**config.mk**
```make
export PLATFORM = sky130hd
export DESIGN_NAME = bpbus_master
export DESIGN_NICKNAME = d
export VERILOG_FILES = /design/src/rtl/bpbus_pkg.sv /design/src/rtl/bpbus_lane.sv /design/src/rtl/bpbus_ack_wdog.sv /design/src/rtl/bpbus_master.sv
export SDC_FILE = /design/constraint.sdc
export NUM_CORES = 1
export LEC_CHECK = 0
export BUFFER_PORTS_ARGS = -buffer_cell sky130_fd_sc_hd__clkbuf_2
export CAP_MARGIN = 20
export CORE_MARGIN = 2
export CORE_UTILIZATION = 50
export CTS_CLUSTER_SIZE = 12
export DETAILED_ROUTE_END_ITERATION = 7
export PLACE_DENSITY_LB_ADDON = 0.15
export SLEW_MARGIN = 20
export SYNTH_ARGS = -nofsm -noshare
export SYNTH_HDL_FRONTEND = slang
export SYNTH_SLANG_ARGS = --single-unit
export TNS_END_PERCENT = 5
```
**constraint.sdc**
```tcl
create_clock -name clk -period 3.46 [get_ports clk]
set_clock_uncertainty 0.15 [all_clocks]
set_input_delay 0.692 -clock clk [delete_from_list [all_inputs] [get_ports clk]]
set_output_delay 0.692 -clock clk [all_outputs]
set_load 0.05 [all_outputs]
```
**src/rtl/bpbus_pkg.sv**
```systemverilog
package bpbus_pkg;
   typedef enum logic [1:0] {
      ST_IDLE = 2'd0,
      ST_ADDR = 2'd1,
      ST_DATA = 2'd2
   } bp_state_e;
endpackage

```
**src/rtl/bpbus_lane.sv**
```systemverilog
// Places a narrow word on one lane of the wide bus and picks it back out.
module bpbus_lane #(
   parameter int BUS_W = 32,
   parameter int CPU_W = 16,
   localparam int LANES = BUS_W / CPU_W,
   localparam int SEL_W = (LANES > 1) ? $clog2(LANES) : 1
) (
   input  logic [SEL_W-1:0] sel,
   input  logic [CPU_W-1:0] wdata,
   output logic [BUS_W-1:0] wbus,
   input  logic [BUS_W-1:0] rbus,
   output logic [CPU_W-1:0] rdata
);
   generate
      if (LANES == 1) begin : g_single
         assign wbus  = wdata;
         assign rdata = rbus;
      end else begin : g_multi
         for (genvar i = 0; i < LANES; i++) begin : g_lane
            assign wbus[i*CPU_W +: CPU_W] = (sel == SEL_W'(i)) ? wdata : '0;
         end
         assign rdata = rbus[sel*CPU_W +: CPU_W];
      end
   endgenerate
endmodule

```
**src/rtl/bpbus_ack_wdog.sv**
```systemverilog
// Counts data-phase clocks and flags the one where the limit is reached.
module bpbus_ack_wdog #(
   parameter int LIMIT = 255,
   localparam int CNT_W = $clog2(LIMIT + 1)
) (
   input  logic clk,
   input  logic rst_n,
   input  logic active,
   input  logic ack,
   output logic expire
);
   logic [CNT_W-1:0] cnt;

   assign expire = active & ~ack & (cnt == CNT_W'(LIMIT - 1));

   always_ff @(posedge clk) begin
      if (!rst_n)
         cnt <= '0;
      else if (active & ~ack & ~expire)
         cnt <= cnt + 1'b1;
      else
         cnt <= '0;
   end
endmodule

```
**src/rtl/bpbus_master.sv**
```systemverilog
module bpbus_master #(
   parameter int ADDR_W    = 28,
   parameter int BUS_W     = 32,
   parameter int CPU_W     = 16,
   parameter int ACK_LIMIT = 255
) (
   input  logic              clk,
   input  logic              rst_n,
   input  logic              cpu_req,
   input  logic              cpu_local,
   input  logic              cpu_we,
   input  logic              cpu_dop,
   input  logic [ADDR_W-1:0] cpu_addr,
   input  logic [CPU_W-1:0]  cpu_wdata,
   output logic [CPU_W-1:0]  cpu_rdata,
   output logic              cpu_ready,
   output logic [BUS_W-1:0]  bp_ad_o,
   output logic              bp_ad_oe,
   input  logic [BUS_W-1:0]  bp_ad_i,
   output logic              bp_start,
   output logic              bp_write,
   input  logic              bp_ack,
   output logic              bus_err
);
   import bpbus_pkg::*;

   localparam int LANES   = BUS_W / CPU_W;
   localparam int SEL_W   = (LANES > 1) ? $clog2(LANES) : 1;
   localparam int SEL_LSB = $clog2(CPU_W / 8);

   generate
      if ((BUS_W % CPU_W) != 0 || (CPU_W % 8) != 0 || ADDR_W > BUS_W ||
          ADDR_W < SEL_LSB + SEL_W || ACK_LIMIT < 1) begin : g_bad_cfg
         $error("bpbus_master: unsupported parameter combination");
      end
   endgenerate

   bp_state_e         state;
   logic [ADDR_W-1:0] t_addr;
   logic [CPU_W-1:0]  t_wdata;
   logic              t_we;
   logic              t_posted;
   logic              err_q;

   logic ext_req, accept, post_now, in_data, expire, finish;
   logic [BUS_W-1:0] lane_wbus;
   logic [CPU_W-1:0] lane_rd;

   assign ext_req  = cpu_req & ~cpu_local;
   assign accept   = (state == ST_IDLE) & ext_req;
   assign post_now = accept & cpu_we & cpu_dop;
   assign in_data  = (state == ST_DATA);
   assign finish   = in_data & (bp_ack | expire);

   bpbus_lane #(.BUS_W(BUS_W), .CPU_W(CPU_W)) u_lane (
      .sel   (t_addr[SEL_LSB +: SEL_W]),
      .wdata (t_wdata),
      .wbus  (lane_wbus),
      .rbus  (bp_ad_i),
      .rdata (lane_rd)
   );

   bpbus_ack_wdog #(.LIMIT(ACK_LIMIT)) u_wdog (
      .clk    (clk),
      .rst_n  (rst_n),
      .active (in_data),
      .ack    (bp_ack),
      .expire (expire)
   );

   always_ff @(posedge clk) begin
      if (!rst_n) begin
         state    <= ST_IDLE;
         t_addr   <= '0;
         t_wdata  <= '0;
         t_we     <= 1'b0;
         t_posted <= 1'b0;
         err_q    <= 1'b0;
      end else begin
         err_q <= expire;
         unique case (state)
            ST_IDLE: if (accept) begin
               state    <= ST_ADDR;
               t_addr   <= cpu_addr;
               t_wdata  <= cpu_wdata;
               t_we     <= cpu_we;
               t_posted <= post_now;
            end
            ST_ADDR: state <= ST_DATA;
            ST_DATA: if (finish) begin
               state    <= ST_IDLE;
               t_posted <= 1'b0;
            end
            default: state <= ST_IDLE;
         endcase
      end
   end

   always_comb begin
      bp_ad_o = '0;
      if (state == ST_ADDR)
         bp_ad_o = BUS_W'(t_addr);
      else if (in_data & t_we)
         bp_ad_o = lane_wbus;
   end

   assign bp_ad_oe  = (state == ST_ADDR) | (in_data & t_we);
   assign bp_start  = (state == ST_ADDR);
   assign bp_write  = t_we & (state != ST_IDLE);
   assign bus_err   = err_q;
   assign cpu_ready = (cpu_req & cpu_local) | post_now | (finish & ~t_posted);
   assign cpu_rdata = bp_ack ? lane_rd : '1;
endmodule

```
==> results.py <==
metrics = {
    "status": {
        "status": "complete, no violations",
    },
    "die": {
        "io_pins": 136,
        "core_area_sq_um": 5440,
        "fp.dieH_um": 78.6,
        "die_x_um": 78.6,
        "dieArea_sq_um": 6170,
        "rows": 27,
        "start_util_pct": 51.1,
    },
    "cts": {
        "cts_resized": 0,
        "clkTransAtPathRegs_ns": 0.06,
        "clockBufferDepth": 2,
        "clk_latency_ns": 0.32,
        "cts_hold_buf": 0,
        "cts_sinks": 57,
        "root_buffer": "clkbuf_8",
        "postCtsSetupBuffers": 0,
        "cts_tree": "built",
        "cts_max_level": 3,
        "numCtsBuffers": 9,
    },
    "setup_path": {
        "slowest_delay_ns": 0.49,
        "r2r_end": "t_wdata[11]",
        "cp_data_required_time_ns": 2.62,
        "critical_path.top_delay_family": "buffers and inverters",
        "slowest_stage": "dfxtp_1",
        "cp_max_fo": 31,
        "cp_cell_sequence": "nor2b_2, buf_4, a22o_1, clkbuf_2",
        "worstPathArrival_ns": 1.86,
        "critical_path_class": "register to primary output",
        "worst_setup_path_start_kind": "register",
        "worst-path-buf-inv": 2,
        "ff2ff_path_depth": 4,
        "cp-end-kind": "primary output",
        "r2r_setup_slack_ns": 1.54,
        "rr_startpoint": "state[0]",
    },
    "global_route": {
        "grt.total_usage_pct": 23.5,
        "grt-ovfl-total": 0,
        "grt_pass1_wl_um": 11600,
        "grt_pass1_vias": 2558,
        "antenna_found_initial": 0,
        "grt_max_degree": 49,
    },
    "synth": {
        "syn_area_per_cell_sq_um": 8.32,
        "syn_inst": 334,
        "yosysSeqAreaShare_pct": 41.0,
        "synth_top_area_cell": "dfxtp_1",
        "synth-warning-count": 0,
        "synth_xor_area_share_pct": 0.945,
        "synth-simple-area-share_pct": 21.4,
        "yosysTopAreaCellShare_pct": 41.0,
        "ys.flop_type": "dfxtp_1",
        "synthMuxAreaShare_pct": 5.76,
        "ys_types": 37,
        "netlist_area_sq_um": 2780,
        "synth_common_cells": "nand2_1, dfxtp_1, a21boi_0",
        "synth.most_common_cell": "nand2_1",
        "synthAdderAreaFrac_pct": 0.900,
        "synth-compound-area-share_pct": 24.6,
        "ys_ff_latch": 57,
        "synth-edff-count": 0,
        "synth_top_family_by_area": "compound AO/OA/AOI/OAI gates",
        "synth-async-reset-ratio_pct": 0,
        "synth_top_cells_by_area": "dfxtp_1, nand2_1, a21boi_0",
        "syn_nets": 419,
    },
    "sta": {
        "setup_viol": 0,
        "rsz0062_at_grt": "no",
        "fin_crit_sh_pct": 78.2,
        "layout_min_cycle_time_ns": 2.70,
        "setup_slack_ns": 0.755,
        "whs_ns": 0.307,
        "hold_viol": 0,
        "timing.setup.tns_ns": 0,
        "fmax_ghz": 0.370,
        "drv_slew": 0,
        "slew_headroom_pct": 56.5,
        "worst_pin_slew_ns": 0.649,
    },
    "power_and_ir_drop": {
        "ir_worst_vdd_v": 0.000285,
        "p_per_area_nw_per_um2": 416,
        "leakagePower_nw": 1.65,
        "totalPowerFinal_mw": 1.53,
    },
    "routing": {
        "drt_iter0_markers": 94,
        "wl_um": 7120,
        "avgRoutedWirePerCell_um": 13.2,
        "dr.pass1.iters": 4,
        "drc": 0,
        "vias_per_cell": 5.06,
        "drtAntennaViolNets": 0,
        "num_vias": 2730,
    },
    "placed_design": {
        "gp_congestion": 0.814,
        "dp.cells": 524,
        "placed_area_sq_um": 3480,
        "post-place-ws_ns": 0.984,
        "port_buffers": 135,
        "dpl.hpwl_um": 5060,
    },
    "run": {
        "cap_violations": 0,
    },
    "min_path": {
        "hold_path.startpoint": "t_addr[15]",
        "whs_path_depth": 2,
        "hold-path-endpoint": "t_addr[15]",
        "hold_class": "register to register",
    },
    "finish": {
        "syn_to_final_growth_pct": 32.0,
        "stdcell_area_sq_um": 3670,
        "final_net_count": 548,
        "final_cells": 540,
        "diodes": 0,
        "drive_gt1_share_pct": 34.4,
        "post-route-util_pct": 67.5,
    },
}
layer usage:
| layer | routed length, um | up-vias | part of all wire (%) | GRT usage (%) |
|---|---|---|---|---|
| li1 | - | 1400 | - | - |
| met1 | 3360 | 1251 | 47 | 31.3 |
| met2 | 3320 | 69 | 47 | 37.2 |
| met3 | 336 | 10 | 4.7 | 5.52 |
| met4 | 96 | 0 | 1.3 | 8.42 |
| met5 | 0 | - | 0 | 0 |
worst reg2reg max path: cells and delay by family, from the launching register on:
kind | cells | cell delay, ns
AOI/OAI and AO/OA | 1 | 0.09
buffers and inverters | 1 | 0.33
DFF | 1 | 0.39
and+or+nand+nor | 2 | 0.84
power by group:
part / internal (mW) / total (mW) / switching, mW
sequential: 0.683 / 0.702 / 0.0192
clock: 0.346 / 0.599 / 0.252
combinational: 0.0851 / 0.228 / 0.143
total: 1.11 / 1.53 / 0.414
area by class of cell:
cell class | count | area (sq um)
clock buffers | 10 | 138
flip-flops and latches | 57 | 1140
well taps | 72 | 90.1
fillers | 476 | 1770
multi-input cells | 249 | 1500
clock inverters | 6 | 57.6
repair buffers | 142 | 728
inverters | 4 | 15.0
kinds of logic (layout without fill, tap and decap cells):
group | count (synthesis) | in the layout
buf+inv | 28 | 162
compound gates | 88 | 88
mux | 16 | 16
simple gates | 140 | 140
fa+ha+maj | 2 | 2
xor+xnor | 3 | 3
flops | 57 | 57
state kept, by name (all words and copies together), names as in the netlist:
register,cells
t_addr,28
bus_err,1
u_wdog.cnt,8
t_posted,1
t_wdata,16
state,2
t_we,1
how the worst max path moves through the flow:
stage,startpoint,end,slack (ns),depth (start not counted)
2_1_floorplan,bp_ack,cpu_ready,0.01,3
3_3_place_gp,bp_ack,cpu_ready,0.98,4
3_5_place_dp,bp_ack,cpu_ready,0.98,4
4_1_cts,state[0],bp_ad_o[2],0.77,4
5_1_grt,state[0],bp_ad_o[2],0.67,4
6_report,state[0],bp_ad_o[18],0.76,4
layout by cell type (no fill, tap or decap), types with 2 or more instances in the layout:
cell / count
a21oi_1: 4
mux2i_1: 16
a21boi_1: 5
clkinv_2: 4
a22o_1: 28
and3_1: 2
or3_1: 3
nor2_1: 7
inv_1: 4
ha_1: 2
clkbuf_8: 10
and2_1: 5
nand2_1: 111
dfxtp_1: 57
a21boi_0: 40
clkbuf_2: 135
o21ai_0: 3
nand3_1: 4
xor2_1: 2
buf_4: 7
(Power assumes the default switching activity.)
